`src/rtl/cal_prescale_pkg.sv`:
```
`timescale 1ns/1ps
package cal_prescale_pkg;

   // Kind of correction applied to the second currently being counted.
   typedef enum logic [1:0] {
      ADJ_NONE = 2'd0,
      ADJ_FAST = 2'd1,
      ADJ_SLOW = 2'd2
   } adj_e;

endpackage

```
`src/rtl/ftest_div.sv`:
```
`timescale 1ns/1ps
// Free-running stage ahead of the trim tap; its MSB is the test square wave.
module ftest_div #(
   parameter int TEST_W = 6
) (
   input  logic clk,
   input  logic rst_n,
   input  logic step,
   output logic wave
);
   logic [TEST_W-1:0] cnt_q;

   always_ff @(posedge clk or negedge rst_n) begin
      if (!rst_n)     cnt_q <= '0;
      else if (step)  cnt_q <= cnt_q + 1'b1;
   end

   assign wave = cnt_q[TEST_W-1];
endmodule

```
`src/rtl/sec_sched.sv`:
```
`timescale 1ns/1ps
// Tracks second-in-minute and minute-in-cycle, holds the active trim and
// decides whether the current second is corrected.
module sec_sched
   import cal_prescale_pkg::*;
#(
   parameter int MAG_W = 5,
   parameter int SPM   = 60
) (
   input  logic             clk,
   input  logic             rst_n,
   input  logic             sec_end,
   input  logic [MAG_W-1:0] trim_mag,
   input  logic             trim_up,
   output adj_e             adj,
   output logic [MAG_W-1:0] act_mag,
   output logic [$clog2(SPM)-1:0] sec_idx,
   output logic [MAG_W:0]   min_idx
);
   localparam int SPM_W = $clog2(SPM);
   localparam int MIN_W = MAG_W + 1;
   localparam logic [SPM_W-1:0] SEC_LAST = SPM_W'(SPM - 1);
   localparam logic [MIN_W-1:0] MIN_LAST = {MIN_W{1'b1}};

   logic act_up_q;
   logic min_wrap;
   logic cyc_wrap;

   assign min_wrap = sec_end && (sec_idx == SEC_LAST);
   assign cyc_wrap = min_wrap && (min_idx == MIN_LAST);

   always_ff @(posedge clk or negedge rst_n) begin
      if (!rst_n) begin
         sec_idx  <= '0;
         min_idx  <= '0;
         act_mag  <= '0;
         act_up_q <= 1'b0;
      end else begin
         if (sec_end)  sec_idx <= min_wrap ? '0 : sec_idx + 1'b1;
         if (min_wrap) min_idx <= min_idx + 1'b1;
         if (cyc_wrap) begin
            act_mag  <= trim_mag;
            act_up_q <= trim_up;
         end
      end
   end

   always_comb begin
      adj = ADJ_NONE;
      if ((sec_idx == '0) && (min_idx < {act_mag, 1'b0}))
         adj = act_up_q ? ADJ_FAST : ADJ_SLOW;
   end
endmodule

```
`src/rtl/sec_count.sv`:
```
`timescale 1ns/1ps
// Counts oscillator steps in one second; the terminal count follows the
// correction requested for that second.
module sec_count
   import cal_prescale_pkg::*;
#(
   parameter int SEC_W = 15,
   parameter int LO_W  = 8
) (
   input  logic clk,
   input  logic rst_n,
   input  logic step,
   input  adj_e adj,
   output logic sec_end,
   output logic tick
);
   localparam int CNT_W  = SEC_W + 1;
   localparam int NOM_I  = (2 ** SEC_W) - 1;
   localparam int FAST_I = NOM_I - (2 ** LO_W);
   localparam int SLOW_I = NOM_I + (2 ** (LO_W - 1));
   localparam logic [CNT_W-1:0] T_NOM  = CNT_W'(NOM_I);
   localparam logic [CNT_W-1:0] T_FAST = CNT_W'(FAST_I);
   localparam logic [CNT_W-1:0] T_SLOW = CNT_W'(SLOW_I);

   logic [CNT_W-1:0] cnt_q;
   logic [CNT_W-1:0] term;

   always_comb begin
      unique case (adj)
         ADJ_FAST: term = T_FAST;
         ADJ_SLOW: term = T_SLOW;
         default:  term = T_NOM;
      endcase
   end

   assign sec_end = step && (cnt_q == term);

   always_ff @(posedge clk or negedge rst_n) begin
      if (!rst_n) begin
         cnt_q <= '0;
         tick  <= 1'b0;
      end else begin
         tick <= sec_end;
         if (sec_end)   cnt_q <= '0;
         else if (step) cnt_q <= cnt_q + 1'b1;
      end
   end
endmodule

```
`src/rtl/cal_prescale.sv`:
```
`timescale 1ns/1ps
module cal_prescale
   import cal_prescale_pkg::*;
#(
   parameter int SEC_W  = 15,
   parameter int LO_W   = 8,
   parameter int TEST_W = 6,
   parameter int MAG_W  = 5,
   parameter int SPM    = 60
) (
   input  logic             clk,
   input  logic             rst_n,
   input  logic             osc_ce,
   input  logic [MAG_W-1:0] trim_mag,
   input  logic             trim_up,
   input  logic             halt,
   input  logic             ftest_en,
   input  logic             sec_read,
   output logic             sec_tick,
   output logic             ftest_out,
   output logic             ftest_drive
);
   localparam int SPM_W = $clog2(SPM);

   generate
      if (LO_W < 1 || LO_W >= SEC_W) begin : g_bad_lo
         $error("cal_prescale: LO_W must lie in 1..SEC_W-1");
      end
      if (TEST_W < 1 || TEST_W > SEC_W) begin : g_bad_test
         $error("cal_prescale: TEST_W must lie in 1..SEC_W");
      end
      if (SPM < 2) begin : g_bad_spm
         $error("cal_prescale: SPM must be at least 2");
      end
      if (MAG_W < 1) begin : g_bad_mag
         $error("cal_prescale: MAG_W must be at least 1");
      end
   endgenerate

   logic             step;
   logic             sec_end;
   logic             wave_raw;
   adj_e             adj;
   logic [MAG_W-1:0] act_mag;
   logic [SPM_W-1:0] sec_idx;
   logic [MAG_W:0]   min_idx;

   assign step = osc_ce && !halt;

   ftest_div #(.TEST_W(TEST_W)) u_ftest (
      .clk   (clk),
      .rst_n (rst_n),
      .step  (step),
      .wave  (wave_raw)
   );

   sec_sched #(.MAG_W(MAG_W), .SPM(SPM)) u_sched (
      .clk      (clk),
      .rst_n    (rst_n),
      .sec_end  (sec_end),
      .trim_mag (trim_mag),
      .trim_up  (trim_up),
      .adj      (adj),
      .act_mag  (act_mag),
      .sec_idx  (sec_idx),
      .min_idx  (min_idx)
   );

   sec_count #(.SEC_W(SEC_W), .LO_W(LO_W)) u_count (
      .clk     (clk),
      .rst_n   (rst_n),
      .step    (step),
      .adj     (adj),
      .sec_end (sec_end),
      .tick    (sec_tick)
   );

   assign ftest_drive = ftest_en && !halt && sec_read;
   assign ftest_out   = ftest_drive && wave_raw;
endmodule

```
`config.mk`:
```
export PLATFORM = sky130hd
export DESIGN_NAME = cal_prescale
export DESIGN_NICKNAME = d
export VERILOG_FILES = /design/src/rtl/cal_prescale_pkg.sv /design/src/rtl/ftest_div.sv /design/src/rtl/sec_sched.sv /design/src/rtl/sec_count.sv /design/src/rtl/cal_prescale.sv
export SDC_FILE = /design/constraint.sdc
export NUM_CORES = 1
export LEC_CHECK = 0
export BUFFER_PORTS_ARGS = -buffer_cell sky130_fd_sc_hd__buf_2
export CORE_ASPECT_RATIO = 1.1
export CORE_MARGIN = 2
export CORE_UTILIZATION = 55
export DETAILED_ROUTE_END_ITERATION = 7
export HOLD_SLACK_MARGIN = 0.02
export MAX_ROUTING_LAYER = met4
export PLACE_DENSITY = 0.74
export SYNTH_ARGS = -nofsm -noshare
export SYNTH_HDL_FRONTEND = slang
export SYNTH_SLANG_ARGS = --single-unit
export TNS_END_PERCENT = 5
```
`constraint.sdc`:
```
create_clock -name clk -period 6.52 [get_ports clk]
set_input_delay 0.978 -clock clk [delete_from_list [all_inputs] [get_ports clk]]
set_output_delay 0.978 -clock clk [all_outputs]
set_load 0.01 [all_outputs]
```
==> results by group <==
Power
  • Static Leak: ~0.0012 uW
  • Sequential power share: 54.5%
  • Switching part of the total power: 24.77%
  • Int Pwr: 428.3 uW
  • Pwr dens: between 200 and 250 nW/um^2
  • Gate power share: 9.8%
  • Max VDD drop: 0.0001967 V
  • Switching pwr: 141.0 uW
  • Clk pwr share: between 30% and 40%

Worst hold path
  • Min-Delay Path Class: reg2reg

GRT
  • Gr busiest metal: met2
  • Met2 Track Usage GR: 31.71%
  • Vias in the first global route: 1,535
  • Global-route wire length before repair: 6837 um
  • Largest net degree at the start of global routing: between 40 and 50
  • Met3 Usage GRT: 4.026%
  • Gr ovfl total: 0
  • Gr usage total: between 10% and 20%
  • Routing usage on met1: 24.95%
  • Initial antenna violation count: 0

Floorplanning
  • Row count: 23
  • Initial core utilization: 58.51%
  • Die X-Extent: 63.92 um
  • Die ar.: about 4500 sq um
  • I/O pins: 15
  • Die H: 69.91 um
  • Core area: 3712 sq um

Worst setup path
  • Cells on worst reg2reg path: 7
  • Startpoint types: primary input
  • Flop2flop setup slack: 3650 ps
  • Nature of the critical path endpoint: register
  • WP data required: between 6000 and 7000 ps
  • CP Launch Point: halt
  • Crit path DAT: ~3800 ps
  • Critical setup path kind: in2reg
  • Crit path max fanout: 14
  • Critical path destination: u_sched.sec_idx[0]$_DFFE_PN0N_
  • Crit Reg-Reg Startpoint: u_sched.min_idx[2]$_DFFE_PN0P_
  • Worst flop-to-flop path endpoint: u_sched.sec_idx[0]$_DFFE_PN0N_

Detailed routing
  • Via count: 1,523
  • Routed len/inst: 13.78 um
  • Drt pass-1 iters: 4
  • Initial detailed-routing violation count: 97
  • Final wirelength: ~3800 um
  • Final ANT Viol Nets: 0
  • Vias per cell: 5.538
  • Drt drc: 0

Yosys
  • Post-Synthesis Cells: between 200 and 250
  • Ys flop type: dfrtp_1
  • Avg Cell Area, Syn: 10.44 sq um
  • Syn. warnings: 0
  • Count leader, synth: dfrtp_1
  • Seq cells post-synth: 41
  • Leading area contributor after synthesis: dfrtp_1
  • Post-synth top area share: 47.24%
  • Post-Syn Nets: between 200 and 250
  • Top post-synthesis cells by count: dfrtp_1, nand2_1, nor2_1
  • Ranking of synthesized cells by area: dfrtp_1, xor2_1, ha_1
  • Distinct cells, synth: between 40 and 50
  • Post-Syn Area: between 2000 and 2500 sq um
  • EDFF count, synth: 0
  • Synth async-reset ratio: 100.0%
  • Register area share after synthesis: 47.24%

STA
  • Hold Vio Cnt, Final: 0
  • Final Slew Violations: 0
  • Min Tclk post-route: roughly 3600 ps
  • Slew @ Worst Pin: a little under 900 ps
  • Slew Limit Headroom: between 40% and 50%
  • Finish-stage setup viols: 0
  • Skew final: 5.371 ps
  • Final worst-path cycle share: 55.42%
  • Setup_tns: 0 ps
  • Unrepaired setup endpoints after global routing: no
  • Max Fclk: ~280 MHz

Clocking
  • Post-cts gate resize count: 0
  • Hold-fix buffer count after cts: 0
  • Buffer count from post-CTS setup fixing: 0
  • Worst skew pair latency: 290 ps
  • CTS Buf Count: 5
  • H-tree lvl count: 2
  • Clock transition at the registers of the reported paths: 80 ps
  • Root Driver: clkbuf_8
  • CTS Buffer Depth: 2
  • Clk sinks: 41
  • CTS tree: built

Placement
  • IO buf count: 14
  • Placement Cell Area: roughly 2300 sq um
  • Placer congestion estimate: 0.8968
  • Final HPWL DP: 2745 um

Final layout
  • Post-route cell area: 2391 sq um
  • N_diodes: 0
  • Fill cells: 309
  • Fraction of layout cells with a size suffix above 1: 18.22%
  • Layout area overhead: 10.08%
  • Fin nets: about 250

Outcome
  • Outcome: finished clean

Run
  • Max-cap viol count: 0
## through the flow
stage | utilization (%) | instances | hold WS (ps) | power [uW] | worst slack (ps)
2_1_floorplan | - | 208 | 433.6 | 352.1 | 3838
3_3_place_gp | 61.31 | 267 | 451.5 | 368.6 | 2753
3_5_place_dp | 61.31 | 267 | 472.7 | 373.1 | 2621
4_1_cts | 64.41 | 275 | 486.4 | 576.3 | 2935
5_1_grt | 64.41 | 275 | 507.6 | 603.3 | 2647
6_report | 64.41 | 275 | 487.9 | 569.2 | 2907
## final cells by class
cell class,count,area [sq um],share of cell area (%)
tap,50,62.56,2.616
timing repair buffer,15,77.57,3.244
clock buffer,5,68.82,2.878
multi-input combinational,150,1069,44.69
clock inverter,3,46.29,1.936
sequential,41,1026,42.91
inverter,11,41.29,1.727
## worst min path at each step
stage / startpoint / end / slack (ps) / cells after the start
final: u_ftest.cnt_q[4]$_DFFE_PN0P_ / u_ftest.cnt_q[4]$_DFFE_PN0P_ / 490 / 1
after global routing: u_ftest.cnt_q[5]$_DFFE_PN0P_ / u_ftest.cnt_q[5]$_DFFE_PN0P_ / 510 / 1
after CTS: u_ftest.cnt_q[4]$_DFFE_PN0P_ / u_ftest.cnt_q[4]$_DFFE_PN0P_ / 490 / 1
after detailed placement: u_ftest.cnt_q[4]$_DFFE_PN0P_ / u_ftest.cnt_q[4]$_DFFE_PN0P_ / 470 / 1
after global placement: u_ftest.cnt_q[5]$_DFFE_PN0P_ / u_ftest.cnt_q[5]$_DFFE_PN0P_ / 450 / 1
after floorplan: u_ftest.cnt_q[5]$_DFFE_PN0P_ / u_ftest.cnt_q[5]$_DFFE_PN0P_ / 430 / 1
## cell usage in the layout (no fill, tap or decap), types with 2 or more instances in the layout
master,n
a2111oi_2,2
ha_1,9
xor2_1,14
nand2_1,20
mux2_2,10
nand4_1,10
nand3_1,9
xnor2_1,9
o21ai_0,2
a211oi_1,2
nor2_1,19
buf_2,14
nor3_1,6
inv_1,11
nand2b_1,2
a21oi_1,8
a21o_1,3
nor4_1,2
dfrtp_1,41
nor2b_1,4
clkbuf_8,5
## power by group through the flow
stage / Clock (uW) / Combinational, uW / Sequential, uW
final: 203 / 55.9 / 311
after global routing: 220 / 67.1 / 316
after CTS: 208 / 57.8 / 311
after detailed placement: 0 / 57.1 / 316
after global placement: 0 / 54.1 / 314
after floorplan: 0 / 41.4 / 311
## logic make-up after synthesis
family,after synthesis,synth area share (%)
AND/OR/NAND/NOR,81,19.87
multiplexers,11,5.703
flip-flops,41,47.23
buffers and inverters,17,3.572
XOR/XNOR,23,9.275
AO/OA/AOI/OAI,26,9.159
adder cells (fa/ha/maj),9,5.184
## sequential cells by signal, summed over array words and instances (netlist names)
signal	flops
u_sched.min_idx	6
u_sched.act_mag	5
u_sched.sec_idx	6
u_count.tick	1
u_ftest.cnt_q	6
u_count.cnt_q	16
u_sched.act_up_q	1
## critical path, cell delays in order
cell and delay (ps):
buf_2 100, nor2b_1 620, nand4_1 350, nor2_1 380
nand4b_2 420, nand2_1 540, mux2_2 390
## layer usage
layer  wire length (um)  up-vias  part of all wire, %
met5                  0        -                    0
met4                 53        0                  1.4
met3                110        6                  2.9
met2               1885       22                   50
met1               1740      739                   46
li1                   -      756                    -
No activity file was read; power rests on OpenSTA's default activity.
